**src/rtl/exc_state_regs.sv**
```systemverilog
module exc_state_regs (
  input  logic        clk,
  input  logic        rst_n,
  input  logic [4:0]  hw_irq,
  input  logic        trap_take,
  input  logic [3:0]  trap_code,
  input  logic        intr_take,
  input  logic        rfe,
  input  logic        status_we,
  input  logic        cause_we,
  input  logic [15:0] wdata,
  output logic [15:0] status_q,
  output logic [15:0] cause_q,
  output logic        irq_req
);

  logic [7:0] mask_q;
  logic [5:0] mode_q;
  logic [4:0] pend_q;
  logic [3:0] code_q;
  logic       take;

  assign take = trap_take | intr_take;

  always_ff @(posedge clk) begin
    if (!rst_n) begin
      mask_q <= '0;
      mode_q <= '0;
      pend_q <= '0;
      code_q <= '0;
    end else begin
      pend_q <= hw_irq;
      if (take) begin
        mode_q <= {mode_q[3:0], 2'b00};
        code_q <= trap_take ? trap_code : 4'd0;
      end else begin
        if (rfe) begin
          mode_q <= {mode_q[5:4], mode_q[5:2]};
        end else if (status_we) begin
          mode_q <= wdata[5:0];
          mask_q <= wdata[15:8];
        end
        if (cause_we) code_q <= wdata[5:2];
      end
    end
  end

  assign status_q = {mask_q, 2'b00, mode_q};
  assign cause_q  = {1'b0, pend_q, 4'b0000, code_q, 2'b00};
  assign irq_req  = mode_q[0] & (|(pend_q & mask_q[4:0]));

  a_r3_push: assert property (@(posedge clk) disable iff (!rst_n)
    (trap_take || intr_take) |=> (status_q[1:0] == 2'b00) &&
      (status_q[5:2] == $past(status_q[3:0])) && $stable(status_q[15:8]));

  a_r4_pop: assert property (@(posedge clk) disable iff (!rst_n)
    (rfe && !trap_take && !intr_take) |=>
      (status_q[5:4] == $past(status_q[5:4])) && (status_q[3:0] == $past(status_q[5:2])));

  a_r5_pend_follow: assert property (@(posedge clk) disable iff (!rst_n)
    1'b1 |=> cause_q[14:10] == $past(hw_irq));

  a_r7_trap_wins: assert property (@(posedge clk) disable iff (!rst_n)
    trap_take |=> cause_q[5:2] == $past(trap_code));

  a_r8_irq_gated: assert property (@(posedge clk) disable iff (!rst_n)
    !status_q[0] |-> !irq_req);

endmodule

```
**config.mk**
```make
export PLATFORM = sky130hd
export DESIGN_NAME = exc_state_regs
export DESIGN_NICKNAME = d
export VERILOG_FILES = /design/src/rtl/exc_state_regs.sv
export SDC_FILE = /design/constraint.sdc
export NUM_CORES = 1
export LEC_CHECK = 0
export BUFFER_PORTS_ARGS = -buffer_cell sky130_fd_sc_hd__buf_4
export CAP_MARGIN = 10
export CORE_MARGIN = 2
export CORE_UTILIZATION = 47
export CTS_BUF_LIST = sky130_fd_sc_hd__clkbuf_4 sky130_fd_sc_hd__clkbuf_8
export DETAILED_ROUTE_END_ITERATION = 12
export PLACE_DENSITY = 0.88
export SETUP_SLACK_MARGIN = 0.2
export SLEW_MARGIN = 25
export SYNTH_ARGS = -nofsm -noshare
export SYNTH_HDL_FRONTEND = slang
export SYNTH_SLANG_ARGS = --single-unit
```
**constraint.sdc**
```tcl
create_clock -name clk -period 2.45 [get_ports clk]
set_clock_uncertainty 0.05 [all_clocks]
set_input_delay 0.6125 -clock clk [delete_from_list [all_inputs] [get_ports clk]]
set_output_delay 0.6125 -clock clk [all_outputs]
set_load 0.02 [all_outputs]
```
# After elaboration in Yosys (flattened, before gate mapping)
# Cells that the tools add are included.
[classes]
n_eq_ne = 1
n_mux = 6
bitwise_logic = 6
n_reduce_logical = 8
[op_table]
columns = ["cell", "count"]
rows = [
  ["$mux 6", 3],
  ["$mux 4", 3],
  ["$reduce_bool 2->1", 3],
  ["$and 5x5->5", 1],
  ["$reduce_or 5->1", 1],
  ["$not 1->1", 3],
  ["$reduce_and 3->1", 1],
  ["$reduce_bool 3->1", 1],
  ["$ne 2x1->1 const B", 1],
  ["$reduce_and 2->1", 1],
  ["$reduce_or 2->1", 1],
  ["$and 1x1->1", 1],
  ["$or 1x1->1", 1],
]
[totals]
regBits = 23
inputBits = 32
output_inout_bits = 33

# Longest topological paths before layout
# Gate-level depths: netlist of run 1.
[logic_depth]
word_depth = 3
ltp_mapped = 5

# Worst setup path after synthesis of run 1
# OpenSTA, ideal clock, no wires.
[synth_path]
path_kind = "register -> output"
startpoint = "register mask_q[1]"
endpoint = "output port irq_req"
arrival_ns = 1.087
t_required_ns = 1.788
setup_slack_ns = 0.701
stages_incl_launch_ff = 3
path_cell_list = "dfxtp_1 a222oi_1 a21boi_0"
[synth_between]
elab_chain_len = 3
[synth_lines]
columns = ["element", "line", "source"]
rows = [
  ["start, declared", "17", "logic [7:0] mask_q;"],
  ["start signal, assigned", "41", "mask_q <= wdata[15:8];"],
  ["$and 5x5->5", "50", "assign irq_req = mode_q[0] & (|(pend_q & mask_q[4:0]));"],
  ["$reduce_or 5->1", "50", ""],
  ["$and 1x1->1", "50", ""],
  ["end, declared", "14", "output logic irq_req"],
]
# No other way between the ends.

# Final worst setup path of run 1
[layout_path]
startpoint = "register pend_q[1]"
endpoint = "output port irq_req"
[layout_between]
elab_chain_len = 3
[layout_lines]
columns = ["element", "line", "source"]
rows = [
  ["start, declared", "19", "logic [4:0] pend_q;"],
  ["start signal, assigned", "32", "pend_q <= hw_irq;"],
  ["$and 5x5->5", "50", ""],
  ["$reduce_or 5->1", "50", ""],
  ["$and 1x1->1", "50", ""],
]
# No other way between the ends.

==> run metrics, run 1 <==
Final setup viols=0; Resize count post-CTS=0; TritonRoute pass-1 iters=4; IO Pins=65; first-pass GRT wire length=just under 4000 um; CP max FO=2; total global routing overflow=0; RSZ-0062 raised after global routing=false; diode count=0; setup bufs post-CTS=0; switching power=0.1857 mW; outcome=finished, final reports clean; nature of the critical path startpoint=register; Tmin final=1.998 ns; worst hold start=mask_q[5]; max_slew headroom=0.5892; Pint=0.5305 mW; warnings from Yosys=0; combinational power share=0.194; r2r startpoint=mode_q[2]; Clk pwr share=0.249; Starting Density=0.4850; switching share of power=0.2593; drt wl/cell=~12 um; Die ar.=between 2000 and 3000 um^2; port bufs=53; CTS max path bufs=2; Power Density=499.1 nW/um^2; DRT Wirelength=2385 um; Pleak=around 0.65 nW; die height=51.32 um; CTS sink cnt=23; hold crit path type=register to register; # DRC=0; vias per cell=roughly 5; maximum clock rate=between 500 and 600 MHz; hold_buf cts=0; post-detail-place hpwl=around 1900 um; CTS Root Cell=clkbuf_4; synthesized flop and latch total=23; endpoint class of the critical path=output pin; Core Region=2170 um^2; CTS tree=built; type of the worst setup path=register to output pin; VDD IR max=around 0.34 mV; Synth Flop Type=dfxtp_1; share of flip-flops with an asynchronous set or reset=0; FILL cells=190; antenna violations before repair=0; GRT Util Overall=0.1947; remaining antenna violation count=0; critical path required time=approximately 1.8 ns; Max Cap Viol=0; flop-to-flop setup slack=1.40 ns; Syn Std Cell Area=around 1100 um^2; Slew @ Worst Pin=roughly 0.61 ns; Area Growth Syn to Fin=36.39%; DRT iter0 DRCs=16; vias in the first global route=920; Min Hold Slack=0.4214 ns; hold depth=2; CTS buffer count=3; sequential cell area fraction in the yosys report=0.4376; sequential power share=0.557; clk_lat worst skew=0.30 ns; layout cell share with drive strength beyond 1=0.3653; Worst Path Arrival=between 1 and 1.5 ns; reg2reg end=mode_q[2]; Slew Viols, Final=0; EDFF count, synth=0; Nets=200; Fin Setup TNS=0 ns; final count of hold timing violations=0; GPL Wtd Cong=a little under 0.8; Synth cell types=27; FF-to-FF path depth=3; fin crit share=0.8155; largest net degree at the start of global routing=24; Clock H-tree levels=1; clock-pin slew of the registers on the worst-case setup and hold paths=0.11 ns; die width=slightly above 50 um; Syn Inst Count=approximately 120; Via Count=964; Hold Crit Endpoint=mask_q[5]; Avg Inst Size Synth=8.843 um^2; Std-Cell Rows=17
## sequential cells by signal, indices dropped and copies added (netlist names)
| name | count |
|---|---|
| code_q | 4 |
| mode_q | 6 |
| pend_q | 5 |
| mask_q | 8 |
## per-layer routing
metal / share of wire / up-vias / track usage
li1: - / 485 / -
met1: 0.43 / 423 / 0.2386
met2: 0.46 / 52 / 0.3463
met3: 0.099 / 4 / 0.02924
met4: 0.013 / 0 / 0.06579
met5: 0 / - / 0
## through the flow
stage | utilization | setup slack [ns] | instances | power (mW) | instance area [um^2]
2_1_floorplan | - | 0.7006 | 127 | 0.4914 | 1082
3_3_place_gp | 0.6476 | 0.6825 | 191 | 0.5429 | 1405
3_5_place_dp | 0.6476 | 0.6638 | 191 | 0.5467 | 1405
4_1_cts | 0.6615 | 0.4440 | 195 | 0.7240 | 1435
5_1_grt | 0.6615 | 0.4011 | 195 | 0.7505 | 1435
6_report | 0.6615 | 0.4520 | 195 | 0.7162 | 1435
## final cells by class
class,instances,area (um^2),area share
sequential,23,460.4,0.3208
inverter,1,3.754,0.002616
tap,28,35.03,0.02441
clock buffer,4,30.03,0.02092
multi-input combinational,86,508.0,0.3540
timing repair buffer,53,397.9,0.2772
## cell usage after synthesis (3+ instances only)
cell type	count	area [um^2]
nand2_1	24	90.09
dfxtp_1	23	460.4
buf_4	9	67.56
a21boi_1	8	60.06
o21ai_0	8	40.04
a21oi_1	6	30.03
and2_1	5	31.28
mux2i_1	4	40.04
o31ai_1	4	30.03
a21boi_0	3	22.52
buf_2	3	15.01
clkbuf_1	3	11.26
## power groups by stage
| stage | Combinational (mW) | Sequential [mW] | Clock (mW) |
|---|---|---|---|
| 2_1_floorplan | 0.0690 | 0.422 | 0 |
| 3_3_place_gp | 0.137 | 0.406 | 0 |
| 3_5_place_dp | 0.140 | 0.407 | 0 |
| 4_1_cts | 0.140 | 0.399 | 0.185 |
| 5_1_grt | 0.151 | 0.400 | 0.199 |
| 6_report | 0.139 | 0.399 | 0.178 |
## kinds of logic after synthesis
group,after synthesis,share of synthesized area
flip-flops,23,0.4376
other,1,0.003564
buffers and inverters,18,0.1082
multiplexers,6,0.05945
AND/OR/NAND/NOR,38,0.1867
AO/OA/AOI/OAI,33,0.2045
## worst max-delay path by stage
| stage | startpoint | endpoint | slack, ns |
|---|---|---|---|
| 2_1_floorplan | mask_q[1] | irq_req | 0.70 |
| 3_3_place_gp | trap_take | mask_q[3] | 0.68 |
| 3_5_place_dp | trap_take | mask_q[6] | 0.66 |
| 4_1_cts | pend_q[1] | irq_req | 0.44 |
| 5_1_grt | pend_q[1] | irq_req | 0.40 |
| 6_report | pend_q[1] | irq_req | 0.45 |
## placed cells by master, fill, tap and decap left out, drive strengths merged
cell	count
a21boi	11
a21oi	6
a222oi	1
a22oi	1
and2	5
and3	2
buf	53
clkbuf	4
conb	9
dfxtp	23
inv	1
mux2	2
mux2i	4
nand2	24
nand2b	2
nor2	1
nor2b	1
nor4b	1
o211ai	2
o21ai	8
o31ai	4
or2	1
or4b	1
## worst max-delay path, stage by stage (launching register included)
cell and delay (ns):
dfxtp_1 0.35, a222oi_1 0.34, a21boi_0 0.16, buf_4 0.18
(Power assumes the default switching activity.)
==> run 2: changes to the inputs <==
--- a/config.mk
+++ b/config.mk
@@ -8,10 +8,10 @@
 export BUFFER_PORTS_ARGS = -buffer_cell sky130_fd_sc_hd__buf_4
 export CAP_MARGIN = 10
 export CORE_MARGIN = 2
-export CORE_UTILIZATION = 47
+export CORE_UTILIZATION = 44
 export CTS_BUF_LIST = sky130_fd_sc_hd__clkbuf_4 sky130_fd_sc_hd__clkbuf_8
 export DETAILED_ROUTE_END_ITERATION = 12
-export PLACE_DENSITY = 0.88
+export PLACE_DENSITY = 0.83
 export SETUP_SLACK_MARGIN = 0.2
 export SLEW_MARGIN = 25
 export SYNTH_ARGS = -nofsm -noshare
==> constraint.sdc (replaced) <==
create_clock -name clk -period 2 [get_ports clk]
set_clock_uncertainty 0.05 [all_clocks]
set_input_delay 0.5 -clock clk [delete_from_list [all_inputs] [get_ports clk]]
set_output_delay 0.5 -clock clk [all_outputs]
set_load 0.02 [all_outputs]
==> run 2 against run 1 <==
Compared with the run above:
- design area increased by 0.52%
- power is 23% higher
- critical path depth unchanged
- sequential cell count unchanged
- clock power is 21% higher
- final cell count increased by 0.51%
- utilization down 1.6 points
- count of clock-buffer cells in the layout unchanged
- wire length up 2.9%
- sequential share of layout area fell by 0.17 points
- via count shrank 0.62%
- global-route usage is 0.85 points lower
- critical path type unchanged
- largest cell class unchanged
==> run metrics, run 2 (same netlist as run 1, synthesis figures left out) <==
DRT Wirelength=2453 um (+2.9%); combinational power share=0.198 (+0.004); total global routing overflow=0 (unchanged); CP max FO=2 (unchanged); type of the worst setup path=register to output pin; TritonRoute pass-1 iters=4 (unchanged); most frequent cells in the layout=buf_4, nand2_1, dfxtp_1; RSZ-0062 raised after global routing=true; CTS sink cnt=23 (unchanged); Biggest register=mask_q; clk_lat worst skew=0.30 ns (about the same); design area=1443 um^2 (+0.52%); diode count=0 (unchanged); Slew Viols, Final=0 (unchanged); Fin Setup TNS=0 ns (unchanged); Final setup viols=0 (unchanged); largest net degree at the start of global routing=24 (unchanged); Power Density=608.5 nW/um^2 (+22%); commonest non-fill, non-tap cell in the layout=buf_4; Core Region=2233 um^2 (+2.9%); layout cell share with drive strength beyond 1=0.3690 (+0.003778); vias per cell=4.888 (-1.1%); most used routing layer in global routing=met2; met1 usage=0.2364 (-0.002188); CTS buffer count=3 (unchanged); clock-pin slew of the registers on the worst-case setup and hold paths=0.12 ns (about the same); VDD IR max=0.3872 mV (+15%); endpoint class of the critical path=output pin; grt met2 use=0.3125 (-0.03382); Clk pwr share=0.247 (-0.002); GRT Util Overall=0.1862 (-0.008502); remaining antenna violation count=0 (unchanged); die height=52.90 um (+3.1%); CTS Root Cell=clkbuf_4; GPL Wtd Cong=0.7688 (-1.6%); CTS max path bufs=2 (unchanged); Clock H-tree levels=1 (unchanged); Std-Cell Rows=17 (unchanged); switching share of power=0.2584 (-0.0009348); Regs by FF count=mask_q: 8 flops, mode_q: 6 flops, pend_q: 5 flops; Pint=0.6510 mW (+23%); die width=52.90 um (+3.1%); met3 global-route usage=0.03672 (+0.007483); Area Growth Syn to Fin=37.10%; Via Count=958 (-0.62%); max reg flops=8 (unchanged); Tmin final=between 1.5 and 2 ns; Tot Pwr=0.8778 mW (+23%); first-pass GRT wire length=3753 um (-4.2%); nature of the critical path startpoint=register; Die ar.=2798 um^2 (+6.3%); fin crit share=0.8963; Nets=201 (+0.50%); hold crit path type=primary input to register; Starting Density=0.4711 (-0.01386); placed cell areas=1413 um^2 (+0.53%); Worst Path Arrival=1.24 ns (-0.10 ns); DRT iter0 DRCs=4 (-12); antenna violations before repair=0 (unchanged); # DRC=0 (unchanged); drt wl/cell=12.52 um (+2.3%); Pleak=0.6598 nW (+0.80%); IO Pins=65 (unchanged); switching power=0.2268 mW (+22%); outcome=finished, final reports clean; CTS tree=built; FILL cells=198 (+4.2%); sequential power share=0.556 (about the same); final count of hold timing violations=0 (unchanged); port bufs=53 (unchanged); maximum clock rate=557.8 MHz; critical path required time=1.45 ns (-0.34 ns); Max Cap Viol=0 (unchanged); post-detail-place hpwl=1903 um (+1.5%); vias in the first global route=840 (-8.7%)
[run 2: per-layer routing]
| metal | routed length, um | up-vias | part of all wire |
|---|---|---|---|
| li1 | - | 486 | - |
| met1 | 1100 | 421 | 0.45 |
| met2 | 1105 | 49 | 0.45 |
| met3 | 235 | 2 | 0.096 |
| met4 | 11 | 0 | 0.0045 |
| met5 | 0 | - | 0 |
[run 2: stage by stage]
step           utilization  hold WS (ns)  setup WS, ns  std cells
2_1_floorplan            -        0.4816        0.3631        127
3_3_place_gp        0.6325        0.3925        0.3401        192
3_5_place_dp        0.6325        0.4014        0.3189        192
4_1_cts             0.6459        0.3405        0.1964        196
5_1_grt             0.6459        0.3340        0.1256        196
6_report            0.6459        0.3494        0.2074        196
[run 2: power groups by stage]
stage | clock (mW) | combinational, mW | sequential (mW)
finish | 0.216 | 0.174 | 0.488
global route | 0.242 | 0.188 | 0.490
CTS | 0.229 | 0.175 | 0.488
detailed placement | 0 | 0.174 | 0.498
global placement | 0 | 0.170 | 0.497
floorplan | 0 | 0.0846 | 0.517
[run 2: area by class of cell]
type | instances | area, um^2 | area share
Multi-Input combinational cell | 86 | 508.0 | 0.3521
Sequential cell | 23 | 460.4 | 0.3192
Timing Repair Buffer | 54 | 405.4 | 0.2810
Tap cell | 28 | 35.03 | 0.02428
Clock buffer | 4 | 30.03 | 0.02082
Inverter | 1 | 3.754 | 0.002602
[run 2: what timing repair did]
item / 4_1_cts / 5_1_grt
buffers inserted: 0 / 0
endpoints found under the setup margin: 1 / 1
pin swaps: 1 / 0
hold buffers: 0 / 0
gates resized for setup: 1 / 0
[run 2: worst max-delay path, cell delays in order (launching register included)]
cell and delay, ns:
dfxtp_1 0.33, a222oi_1 0.32, a21boi_1 0.13, buf_4 0.17
[run 2: final timing paths]
path,start,endpoint,slack (ns),cells after the start
setup / recovery,pend_q[1],irq_req,0.21,3
hold / removal,hw_irq[4],pend_q[4],0.35,2
setup reg to reg,mode_q[2],mode_q[2],0.95,3
hold reg to reg,mask_q[6],mask_q[6],0.42,2
==> run 3: changes to the inputs <==
--- a/config.mk
+++ b/config.mk
@@ -11,7 +11,7 @@
 export CORE_UTILIZATION = 44
 export CTS_BUF_LIST = sky130_fd_sc_hd__clkbuf_4 sky130_fd_sc_hd__clkbuf_8
 export DETAILED_ROUTE_END_ITERATION = 12
-export PLACE_DENSITY = 0.83
+export PLACE_DENSITY = 0.87
 export SETUP_SLACK_MARGIN = 0.2
 export SLEW_MARGIN = 25
 export SYNTH_ARGS = -nofsm -noshare
==> run 3 against run 2 <==
Compared with the run above:
- maximum frequency down 1.6%
- clock power is essentially flat
- utilization grew 0.45 points
- worst setup slack lost 0.029 ns
- design area rose by 0.69%
- final cell count increased by 0.51%
- critical path depth did not move
- sequential share of layout area hardly changed
- sequential power about the same
- combinational power about the same
- critical path type unchanged
- first-iteration DRC count increased to 4.0 times the previous value
- via count grew 2.0%
==> run metrics, run 3 (same netlist as run 1, synthesis figures left out) <==
switching share of power=0.2595 (+0.001137); Tot Pwr=0.8804 mW (+0.29%); final count of hold timing violations=0 (unchanged); worst hold start=hw_irq[2]; IO Pins=65 (unchanged); Power Density=606.1 nW/um^2 (-0.40%); max reg flops=8 (unchanged); Util after Layout=0.6504 (+0.004482); fin crit share=0.9109 (+0.01460); nature of the critical path startpoint=register; Starting Density=0.4711 (unchanged); Worst Path Arrival=1.27 ns (+0.03 ns); most frequent cells in the layout=buf_4, nand2_1, dfxtp_1; Max Cap Viol=0 (unchanged); Biggest register=mask_q; CTS max path bufs=2 (unchanged); sequential power share=0.554 (-0.002); Clock H-tree levels=1 (unchanged); VDD IR max=0.3694 mV (-4.6%); max_slew headroom=0.6605; Clk pwr share=0.248 (about the same); Slew @ Worst Pin=0.5072 ns; Final setup viols=0 (unchanged); CTS buffer count=3 (unchanged); Hold Crit Endpoint=pend_q[2]; GRT Util Overall=0.1820 (-0.004164); combinational power share=0.197 (about the same); Post-Place Cells=192 (unchanged); Pint=0.6519 mW (+0.14%); FF-to-FF path depth=3 (unchanged); flop-to-flop setup slack=0.95 ns (about the same); Tmin final=1.822 ns (+0.02919 ns); worst path cell trace=a222oi_1, a21boi_1, buf_4; worst slack, placed=0.3152 ns (-0.003674 ns); port bufs=53 (unchanged); largest net degree at the start of global routing=24 (unchanged); hold depth=2 (unchanged); endpoint class of the critical path=output pin; Final Non-Filler Cells=197 (+0.51%); switching power=0.2285 mW (+0.73%); reg2reg end=mode_q[2]; CP max FO=2 (unchanged); Slew Viols, Final=0 (unchanged); GPL Wtd Cong=0.7854 (+2.2%); critical path required time=1.45 ns (about the same); CP Buf/Inv Count=1 (unchanged); Pleak=0.6659 nW (+0.94%); DRT Wirelength=2471 um (+0.73%); type of the worst setup path=register to output pin; CP max stage delay=0.35 ns (+0.02 ns); outcome=finished, final reports clean; first-pass GRT wire length=3767 um (+0.37%); post-detail-place hpwl=1906 um (+0.16%); clk_lat worst skew=0.30 ns (about the same); Slowest-stage cell, CP=a222oi_1; commonest non-fill, non-tap cell in the layout=buf_4; RSZ-0062 raised after global routing=true; Die ar.=2798 um^2 (unchanged); die width=52.90 um (unchanged); clock-pin slew of the registers on the worst-case setup and hold paths=0.11 ns (about the same); r2r startpoint=mode_q[2]; antenna violations before repair=0 (unchanged); maximum clock rate=548.9 MHz (-1.6%); DRT iter0 DRCs=16 (+12); # DRC=0 (unchanged); CTS sink cnt=23 (unchanged); Regs by FF count=mask_q: 8 flops, mode_q: 6 flops, pend_q: 5 flops; CTS tree=built; Core Region=2233 um^2 (unchanged); die height=52.90 um (unchanged); Via Count=977 (+2.0%); remaining antenna violation count=0 (unchanged); Crit path max-delay family=compound AO/OA/AOI/OAI gates; hold crit path type=primary input to register; total global routing overflow=0 (unchanged); CTS Root Cell=clkbuf_4; Fin Setup TNS=0 ns (unchanged); Nets=202 (+0.50%); Area Growth Syn to Fin=38.05%; layout cell share with drive strength beyond 1=0.3846 (+0.01557); vias per cell=4.959 (+1.5%); post-route worst setup slack=0.1782 ns (-0.02919 ns); Std-Cell Rows=17 (unchanged); Crit. path cell count=3 (unchanged); diode count=0 (unchanged); vias in the first global route=892 (+6.2%); TritonRoute pass-1 iters=4 (unchanged); drt wl/cell=12.54 um (+0.22%)
## run 3: worst max-delay path by stage
| stage | from | endpoint |
|---|---|---|
| 6_report | pend_q[1] | irq_req |
| 5_1_grt | pend_q[1] | irq_req |
| 4_1_cts | mask_q[1] | irq_req |
| 3_5_place_dp | trap_take | mask_q[3] |
| 3_3_place_gp | trap_take | mask_q[3] |
| 2_1_floorplan | mask_q[1] | irq_req |
## run 3: area by class of cell
type / instances / area [um^2]
clock buffers: 4 / 30.03
flip-flops and latches: 23 / 462.9
multi-input cells: 86 / 508.0
repair buffers: 55 / 412.9
fillers: 200 / 780.7
well taps: 28 / 35.03
inverters: 1 / 3.754
## run 3: routing by layer
metal	vias to the layer above	track usage	share of wire	routed length (um)
met5	-	0	0	0
met4	0	0.07265	0.0028	7
met3	2	0.03107	0.088	217
met2	48	0.3188	0.48	1187
met1	443	0.2189	0.43	1059
li1	484	-	-	-
## run 3: metrics by stage
step,instance area (um^2),hold slack [ns]
after floorplan,1082,0.4816
after global placement,1413,0.3925
after detailed placement,1413,0.3965
after CTS,1451,0.3414
after global routing,1453,0.3340
final,1453,0.3501
## run 3: power groups by stage
stage,Combinational [mW],Sequential [mW],Clock [mW]
6_report,0.174,0.488,0.219
5_1_grt,0.187,0.490,0.247
4_1_cts,0.175,0.487,0.226
3_5_place_dp,0.174,0.497,0
3_3_place_gp,0.170,0.497,0
2_1_floorplan,0.0846,0.517,0
## run 3: timing repair
action                                  in CTS  in global routing
endpoints found under the setup margin       1                  1
buffers inserted                             1                  0
hold buffers                                 0                  0
resized for setup                            2                  1
pin swaps                                    2                  2
